===== src/rtl/dram_seq_pkg.sv =====
package dram_seq_pkg;
  typedef enum logic [3:0] {
    ST_IDLE,
    ST_SETUP,
    ST_ROW,
    ST_COLSET,
    ST_CAS,
    ST_RASOFF,
    ST_CASOFF,
    ST_DATAOFF,
    ST_PRE
  } seq_state_t;
endpackage


===== src/rtl/dram_addr_split.sv =====
module dram_addr_split #(
  parameter int MA_W  = 12,
  parameter int LIN_W = 2 * MA_W,
  parameter int ABW   = $clog2(MA_W + 1)
) (
  input  logic [LIN_W-1:0] addr,
  input  logic [ABW-1:0]   abits_raw,
  output logic [MA_W-1:0]  row,
  output logic [MA_W-1:0]  col
);
  logic [ABW-1:0]  ab;
  logic [MA_W-1:0] mask;
  logic [MA_W-1:0] shifted;

  // clamp the bit count into 1..MA_W
  always_comb begin
    if (abits_raw == '0)
      ab = ABW'(1);
    else if (int'(abits_raw) > MA_W)
      ab = ABW'(MA_W);
    else
      ab = abits_raw;
  end

  for (genvar i = 0; i < MA_W; i++) begin : g_mask
    assign mask[i] = (ab > ABW'(i));
  end

  assign shifted = MA_W'(addr >> ab);
  assign row     = shifted & mask;
  assign col     = addr[MA_W-1:0] & mask;
endmodule


===== src/rtl/dram_phase_timer.sv =====
module dram_phase_timer #(
  parameter int CNT_W = 8
) (
  input  logic             clk,
  input  logic             rst,
  input  logic             load,
  input  logic [CNT_W-1:0] load_val,
  output logic             last
);
  logic [CNT_W-1:0] cnt_q;

  always_ff @(posedge clk) begin
    if (rst)
      cnt_q <= '0;
    else if (load)
      cnt_q <= load_val;
    else if (cnt_q != '0)
      cnt_q <= cnt_q - 1'b1;
  end

  assign last = (cnt_q == '0);
endmodule


===== src/rtl/dram_byte_seq.sv =====
module dram_byte_seq #(
  parameter int MA_W    = 12,
  parameter int DW      = 8,
  parameter int T_SETUP = 2,
  parameter int T_RCD   = 2,
  parameter int T_CAS   = 2,
  parameter int T_PRE   = 2,
  parameter int CNT_W   = 8
) (
  input  logic                         clk,
  input  logic                         rst,
  input  logic                         req_valid,
  output logic                         req_ready,
  input  logic                         req_write,
  input  logic [2*MA_W-1:0]            req_addr,
  input  logic [DW-1:0]                req_wdata,
  input  logic [$clog2(MA_W+1)-1:0]    cfg_abits,
  input  logic [1:0]                   cfg_ras_sel,
  output logic [MA_W-1:0]              ma,
  output logic [1:0]                   ras_n,
  output logic                         cas_n,
  output logic                         we_n,
  output logic [DW-1:0]                dq_out,
  output logic                         dq_oe,
  input  logic [DW-1:0]                dq_in,
  output logic [DW-1:0]                rd_data,
  output logic                         done
);
  import dram_seq_pkg::*;

  localparam int LIN_W = 2 * MA_W;
  localparam int ABW   = $clog2(MA_W + 1);
  localparam int TS_E  = (T_SETUP < 1) ? 1 : T_SETUP;
  localparam int TR_E  = (T_RCD   < 1) ? 1 : T_RCD;
  localparam int TC_E  = (T_CAS   < 1) ? 1 : T_CAS;
  localparam int TP_E  = (T_PRE   < 1) ? 1 : T_PRE;

  function automatic logic [CNT_W-1:0] phase_len_m1(input seq_state_t s);
    case (s)
      ST_SETUP:  return CNT_W'(TS_E - 1);
      ST_ROW:    return CNT_W'(TR_E - 1);
      ST_COLSET: return CNT_W'(TS_E - 1);
      ST_CAS:    return CNT_W'(TC_E - 1);
      ST_PRE:    return CNT_W'(TP_E - 1);
      default:   return '0;
    endcase
  endfunction

  seq_state_t state_q, state_d;
  logic       accept;
  logic       tmr_last;

  // captured request
  logic [LIN_W-1:0] addr_q, addr_d;
  logic             wr_q, wr_d;
  logic [DW-1:0]    wdata_q, wdata_d;
  logic [ABW-1:0]   abits_q, abits_d;
  logic             rsel_q, rsel_d;

  logic [MA_W-1:0]  row_a, col_a;

  assign accept = (state_q == ST_IDLE) && req_valid;

  always_comb begin
    addr_d  = accept ? req_addr : addr_q;
    wr_d    = accept ? req_write : wr_q;
    wdata_d = accept ? req_wdata : wdata_q;
    abits_d = accept ? cfg_abits : abits_q;
    rsel_d  = accept ? (cfg_ras_sel == 2'd2) : rsel_q;
  end

  dram_addr_split #(.MA_W(MA_W), .LIN_W(LIN_W), .ABW(ABW)) u_split (
    .addr      (addr_d),
    .abits_raw (abits_d),
    .row       (row_a),
    .col       (col_a)
  );

  dram_phase_timer #(.CNT_W(CNT_W)) u_timer (
    .clk      (clk),
    .rst      (rst),
    .load     (state_d != state_q),
    .load_val (phase_len_m1(state_d)),
    .last     (tmr_last)
  );

  // sequence walk
  always_comb begin
    state_d = state_q;
    case (state_q)
      ST_IDLE:    if (req_valid) state_d = ST_SETUP;
      ST_SETUP:   if (tmr_last)  state_d = ST_ROW;
      ST_ROW:     if (tmr_last)  state_d = ST_COLSET;
      ST_COLSET:  if (tmr_last)  state_d = ST_CAS;
      ST_CAS:     if (tmr_last)  state_d = ST_RASOFF;
      ST_RASOFF:                 state_d = ST_CASOFF;
      ST_CASOFF:                 state_d = wr_q ? ST_DATAOFF : ST_PRE;
      ST_DATAOFF:                state_d = ST_PRE;
      ST_PRE:     if (tmr_last)  state_d = ST_IDLE;
      default:                   state_d = ST_IDLE;
    endcase
  end

  // output decode of the next state, registered below
  logic [MA_W-1:0] ma_d;
  logic            ras_low_d, cas_low_d, we_low_d, oe_d, done_d;

  always_comb begin
    ma_d      = '0;
    ras_low_d = 1'b0;
    cas_low_d = 1'b0;
    we_low_d  = 1'b0;
    oe_d      = 1'b0;
    case (state_d)
      ST_SETUP: begin
        ma_d = row_a; we_low_d = wr_d; oe_d = wr_d;
      end
      ST_ROW: begin
        ma_d = row_a; ras_low_d = 1'b1; we_low_d = wr_d; oe_d = wr_d;
      end
      ST_COLSET: begin
        ma_d = col_a; ras_low_d = 1'b1; we_low_d = wr_d; oe_d = wr_d;
      end
      ST_CAS: begin
        ma_d = col_a; ras_low_d = 1'b1; cas_low_d = 1'b1;
        we_low_d = wr_d; oe_d = wr_d;
      end
      ST_RASOFF: begin
        ma_d = col_a; cas_low_d = 1'b1; we_low_d = wr_d; oe_d = wr_d;
      end
      ST_CASOFF: begin
        ma_d = col_a; we_low_d = wr_d; oe_d = wr_d;
      end
      ST_DATAOFF: begin
        ma_d = col_a; we_low_d = wr_d;
      end
      default: ;
    endcase
  end

  assign done_d = (state_q == ST_CAS) && (state_d == ST_RASOFF) && !wr_q;

  always_ff @(posedge clk) begin
    if (rst) begin
      state_q   <= ST_IDLE;
      addr_q    <= '0;
      wr_q      <= 1'b0;
      wdata_q   <= '0;
      abits_q   <= '0;
      rsel_q    <= 1'b0;
      req_ready <= 1'b1;
      ma        <= '0;
      ras_n     <= 2'b11;
      cas_n     <= 1'b1;
      we_n      <= 1'b1;
      dq_out    <= '0;
      dq_oe     <= 1'b0;
      rd_data   <= '0;
      done      <= 1'b0;
    end else begin
      state_q   <= state_d;
      addr_q    <= addr_d;
      wr_q      <= wr_d;
      wdata_q   <= wdata_d;
      abits_q   <= abits_d;
      rsel_q    <= rsel_d;
      req_ready <= (state_d == ST_IDLE);
      ma        <= ma_d;
      ras_n[0]  <= !(ras_low_d && !rsel_d);
      ras_n[1]  <= !(ras_low_d && rsel_d);
      cas_n     <= !cas_low_d;
      we_n      <= !we_low_d;
      dq_out    <= oe_d ? wdata_d : '0;
      dq_oe     <= oe_d;
      done      <= done_d;
      if (done_d)
        rd_data <= dq_in;
    end
  end
endmodule


===== config.mk =====
export PLATFORM = sky130hd
export DESIGN_NAME = dram_byte_seq
export DESIGN_NICKNAME = d
export VERILOG_FILES = /design/src/rtl/dram_seq_pkg.sv /design/src/rtl/dram_addr_split.sv /design/src/rtl/dram_phase_timer.sv /design/src/rtl/dram_byte_seq.sv
export SDC_FILE = /design/constraint.sdc
export NUM_CORES = 1
export LEC_CHECK = 0
export ABC_AREA = 0
export BUFFER_PORTS_ARGS = -buffer_cell sky130_fd_sc_hd__buf_2
export CAP_MARGIN = 20
export CORE_ASPECT_RATIO = 1.2
export CORE_MARGIN = 1.5
export CORE_UTILIZATION = 50
export DETAILED_ROUTE_END_ITERATION = 8
export PLACE_DENSITY = 0.73
export SLEW_MARGIN = 20
export SYNTH_ARGS = -nofsm -noshare
export SYNTH_HDL_FRONTEND = slang
export SYNTH_SLANG_ARGS = --single-unit

===== constraint.sdc =====
create_clock -name clk -period 4.2 [get_ports clk]
set_input_delay 0.63 -clock clk [delete_from_list [all_inputs] [get_ports clk]]
set_output_delay 0.63 -clock clk [all_outputs]
set_load 0.02 [all_outputs]

Word level (Yosys, flattened, before mapping)
Index checks and enable logic that the tools add are counted.
{"block": "classes", "order_cmp": 13, "eq_ne": 18, "shift": 1, "reduce_logical": 25, "multipliers": 0, "n_mux": 23, "bitwise": 3, "add_sub_neg": 1, "n_div": 0}
{"cell": "4-bit two-way mux", "count": 10}
{"cell": "4-bit case mux with 9 select lines", "count": 1}
{"cell": "4-bit by 3-bit equality test with 1-bit output, second input constant", "count": 8}
{"cell": "12-bit AND", "count": 2}
{"cell": "24-bit two-way mux", "count": 1}
{"cell": "8-bit two-way mux", "count": 3}
{"cell": "12-bit case mux with 2 select lines", "count": 1}
{"cell": "24-bit by 4-bit >> shifter with 12-bit output", "count": 1}
{"cell": "4-bit > comparator, second input constant", "count": 5}
{"cell": "4-bit by 2-bit equality test with 1-bit output, second input constant", "count": 4}
{"cell": "4-bit by 3-bit > comparator with 1-bit output, second input constant", "count": 4}
{"cell": "4-bit logical NOT", "count": 3}
{"cell": "5-bit OR reduction", "count": 2}
{"cell": "4-bit by 1-bit equality test with 1-bit output, second input constant", "count": 2}
{"cell": "4-bit equality test, second input constant", "count": 2}
{"cell": "4-bit by 1-bit > comparator with 1-bit output, second input constant", "count": 2}
{"cell": "4-bit by 2-bit > comparator with 1-bit output, second input constant", "count": 2}
{"cell": "8-bit logical NOT", "count": 1}
{"cell": "8-bit nonzero test", "count": 1}
{"cell": "8-bit by 1-bit subtractor with 8-bit output, second input constant", "count": 1}
{"cell": "1-bit two-way mux", "count": 7}
{"cell": "7-bit OR reduction", "count": 1}
{"cell": "1-bit logical NOT", "count": 6}
{"cell": "2-bit OR reduction", "count": 3}
{"cell": "7 further kinds", "count": 11}
{"block": "totals", "ram_bits": 0, "latch_bits": 0, "rom_bits": 0, "inputBits": 50, "mem_count": 0, "elab_cells": 100, "ff_bits": 85}

Depth between registers and ports, before layout
{"block": "logic_depth", "depth_word": 9, "ltp_mapped": 12, "mapped_depth_nobuf": 9}

By module
From an unflattened synthesis, not the netlist that was laid out.
{"block": "unflattened", "cells_unflattened": 482, "hier_area_um2": 4580.6}
{"mod": "dram_byte_seq", "area_each_um2": 3239.4, "instances": 1, "cells_each": 321}
{"mod": "dram_addr_split", "area_each_um2": 865.8, "instances": 1, "cells_each": 108}
{"mod": "dram_phase_timer", "area_each_um2": 475.5, "instances": 1, "cells_each": 53}

Worst setup path after synthesis
Ideal clock, no wire load.
{"block": "synth_path", "path_kind": "register -> register", "from": "reg u_timer.cnt_q[0]", "to": "reg ma[3]", "path_slack_ps": 1732, "path_stages_with_launch": 9, "arrival_time_ps": 2372, "synth_period_minus_slack_ps": 2468, "required_ps": 4105, "cell_sequence": "dfxtp_1 > inv_1 > ha_1 > nor4b_2 > nand2_1 > a2111oi_1 > a21oi_1 > or2_2 > a221oi_1"}
{"block": "synth_via", "elab_chain_cells": 6, "elab_cells_between_ends": 17, "classes_between": "eq/ne: 7; mux: 7; reduce/logical: 3"}
{"item": "from (decl)", "line": "dram_phase_timer.sv:10", "rtl": "logic [CNT_W-1:0] cnt_q;"}
{"item": "from (signal assigned)", "line": "dram_phase_timer.sv:16", "rtl": "cnt_q <= load_val;"}
{"item": "from (signal assigned)", "line": "dram_phase_timer.sv:18", "rtl": "cnt_q <= cnt_q - 1'b1;"}
{"item": "8-bit logical NOT *", "line": "dram_phase_timer.sv:21", "rtl": "assign last = (cnt_q == '0);"}
{"item": "4-bit two-way mux, on equally long branches"}
{"item": "4-bit case mux with 9 select lines *", "line": "dram_byte_seq.sv:90", "rtl": "case (state_q)"}
{"item": "4-bit by 3-bit equality test with 1-bit output (tied with other cells)", "line": "dram_byte_seq.sv:114", "rtl": "case (state_d)"}
{"item": "5-bit OR reduction (no source line) or 2-bit OR reduction (tied branches)"}
{"item": "12-bit case mux with 2 select lines *", "line": "dram_byte_seq.sv:114"}
{"item": "to (signal assigned)", "line": "dram_byte_seq.sv:168", "rtl": "ma <= ma_d;"}
{"item": "to (decl)", "line": "dram_byte_seq.sv:19", "rtl": "output logic [MA_W-1:0] ma,"}
Mark *: on every way between the ends. The rest lies on a longest branch, timed or not.
A chain may end at the register's enable or synchronous reset.

Worst setup path after layout
{"block": "layout_path", "from": "reg u_timer.cnt_q[0]", "to": "reg ma[6]"}
The elaborated chain is that of the path after synthesis.

==> flow_summary_export.csv <==
group,metric,value,unit
drt,firstDrtPassIters,4,
global_routing,grt_first_pass_wirelength,18960,um
job,cap_violations,0,
floorplanning,pin_count,85,
sta,rsz0062_at_grt,"false",
synthesis,synthCells,511,
synthesis,ys_types,58,
critical_path,startpoint_type,"register",
synthesis,ys_ff_latch,85,
placement,gp_congestion,0.9359,
global_routing,grt-ovfl-total,0,
sta,final.setup.tns,0,ns
sta,postLayoutSetupSlackWorst,1.061,ns
drt,vias,4058,
drt,ant_nets,0,
critical_path,crit_arrival,3.38,ns
synthesis,synth_top_area_share,36.83,%
synthesis,syn_nets,562,
floorplanning,die_x,90.76,um
synthesis,yosysWarnings,0,
drt,drt_iter0_markers,278,
sta,fmax,0.3186,GHz
synthesis,ys_seq_area_share,36.83,%
sta,worst_slew_pin_slew,1.056,ns
drt,drt-wirelength-per-cell,16.33,um
sta,setup_viol,0,
sta,min_period,3.139,ns
clock_network,htree_levels,3,
critical_path,r2r_cells,9,
floorplanning,die_height,108.3,um
synthesis,syn_avg_cell_area,9.042,um^2
synthesis,synth_edf_count,0,
critical_path,crit_path_max_fanout,20,
clock_network,clkSinkCount,85,
hold_path,min_path_type,"register to register",
sta,clock_skew,0.01192,ns
clock_network,cts_setup_buffers,0,
global_routing,grt_max_degree,59,
run_status,status,"complete, no violations",
drt,wl,11600,um
clock_network,cts-resized-gates,0,
sta,maxSlewHeadroom,29.62,%
clock_network,clkLatencyLatePin,0.37,ns
drt,drc,0,
synthesis,ys_async_sr_fraction,0,%
global_routing,grt_pass1_vias,4017,
pwr,powerDensity,620.7,nW/um^2
hold_path,hold_depth,2,
synthesis,yosysTopAreaCell,"dfxtp_1",
finish,fillers,833,
pwr,vdd_drop_max,0.3507,mV
placement,dpl.hpwl,8481,um
sta,maxSlewViolCount,0,
clock_network,cts_root_buffer,"clkbuf_8",
clock_network,cts_tree,"yes",
floorplanning,core,9034,um^2
critical_path,crit_type,"register to register",
drt,avgViaCountPerCell,5.715,
clock_network,hold_buffers,0,
clock_network,clkTransAtPathRegs,0.09,ns
finish,drive_gt1_share,22.20,%
sta,hold_viol,0,
pwr,p_leak,2.426,nW
clock_network,clock_path_buffers,2,
floorplanning,dieArea,9829,um^2
placement,port_buffers,84,
critical_path,end_kind,"register",
synthesis,synthesis.area,4621,um^2
clock_network,cts_buffers,9,
finish,area_delta_synth_final,14.70,%
global_routing,antenna_found_initial,0,
global_routing,track_usage,24.48,%
synthesis,synth_flop_cell,"dfxtp_1",
finish,antenna_cells,0,
synthesis,synth_commonest_cells,"120 x mux2i_1, 85 x dfxtp_1, 69 x nor2_1",
synthesis,post-synth-top-count-cell,"mux2i_1",
sta,finalCritPeriodShare,74.73,%
floorplanning,initial_core_util,51.15,%
placement,dp_slack,0.9446,ns
critical_path,cp.required,4.44,ns
synthesis,netlist_top_cells_area,"dfxtp_1 37%, mux2i_1 26%, nor2_1 5.6%",
floorplanning,rows,38,
finish,layout.nets,637,
[stage by stage]
step                power [W]  hold slack [ns]  utilization [%]  instances  area, um^2
finish               0.003290           0.4635            58.67        710        5300
global route         0.003510           0.4920            58.67        710        5300
CTS                  0.003294           0.4650            58.67        710        5300
detailed placement   0.002763           0.4524            56.75        695        5126
global placement     0.002730           0.4451            56.75        695        5126
floorplan            0.002374           0.4365                -        511        4621
[metal layers]
metal  track usage [%]  up-vias  routed length, um
li1                  -     1974                  -
met1             27.75     1922               4715
met3             4.008       24                659
met4             12.70        0                325
met5                 0        -                  0
met2             44.20      138               5895
[report_power, final]
| group | internal, W | switching, W | total, W |
|---|---|---|---|
| sequential | 0.000943 | 0.000108 | 0.00105 |
| combinational | 0.000700 | 0.00101 | 0.00171 |
| clock | 0.000216 | 0.000313 | 0.000529 |
[cells in the final DEF (no fill, tap or decap), types with 4 or more instances in the layout]
cell	count
mux2i_1	120
dfxtp_1	85
buf_2	84
nor2_1	69
nand2_1	44
a21oi_1	32
nor3_1	14
buf_4	12
clkbuf_8	9
nand3_1	8
inv_1	7
nor2b_1	7
a211oi_1	7
a21o_1	6
nand3b_1	6
xnor2_1	6
o21ai_0	4
nand2b_1	4
mux2_2	4
a211o_1	4
[flip-flops by register name, indices dropped and copies added, names as in the netlist, 2 cells and up]
register / cells
addr_q: 24
ma: 12
dq_out: 8
rd_data: 8
u_timer.cnt_q: 8
wdata_q: 8
abits_q: 4
state_q: 4
ras_n: 2
[cells by family after synthesis]
family                   share of synthesized area [%]
AO/OA/AOI/OAI                                    11.54
XOR/XNOR                                         1.327
adder cells (fa/ha/maj)                         0.2707
buffers and inverters                            4.116
flip-flops                                       36.83
multiplexers                                     28.24
AND/OR/NAND/NOR                                  17.68
[worst max-delay path, cell delays in order (launching register included)]
cell and delay (ns):
dfxtp_1 0.32, inv_1 0.09, ha_1 0.23, or4b_1 0.54, nor2_1 0.31, a221o_1 0.23, a21o_1 0.18, a21o_1 0.58
a21oi_1 0.08, a2111oi_0 0.44
[final timing paths]
kind	start	slack, ns	to
hold reg to reg	addr_q[23]	0.46	addr_q[23]
hold / removal	addr_q[23]	0.46	addr_q[23]
setup / recovery	u_timer.cnt_q[0]	1.06	ma[6]
setup reg to reg	u_timer.cnt_q[0]	1.06	ma[6]
[layout make-up]
| class | count | area [um^2] | area share (%) |
|---|---|---|---|
| clock inverter | 6 | 50.05 | 0.9443 |
| tap | 120 | 150.1 | 2.833 |
| multi-input combinational | 387 | 2738 | 51.65 |
| inverter | 7 | 26.28 | 0.4958 |
| sequential | 85 | 1702 | 32.11 |
| timing repair buffer | 96 | 510.5 | 9.632 |
| clock buffer | 9 | 123.9 | 2.337 |
Note: power is estimated with default switching activity, not from simulation.
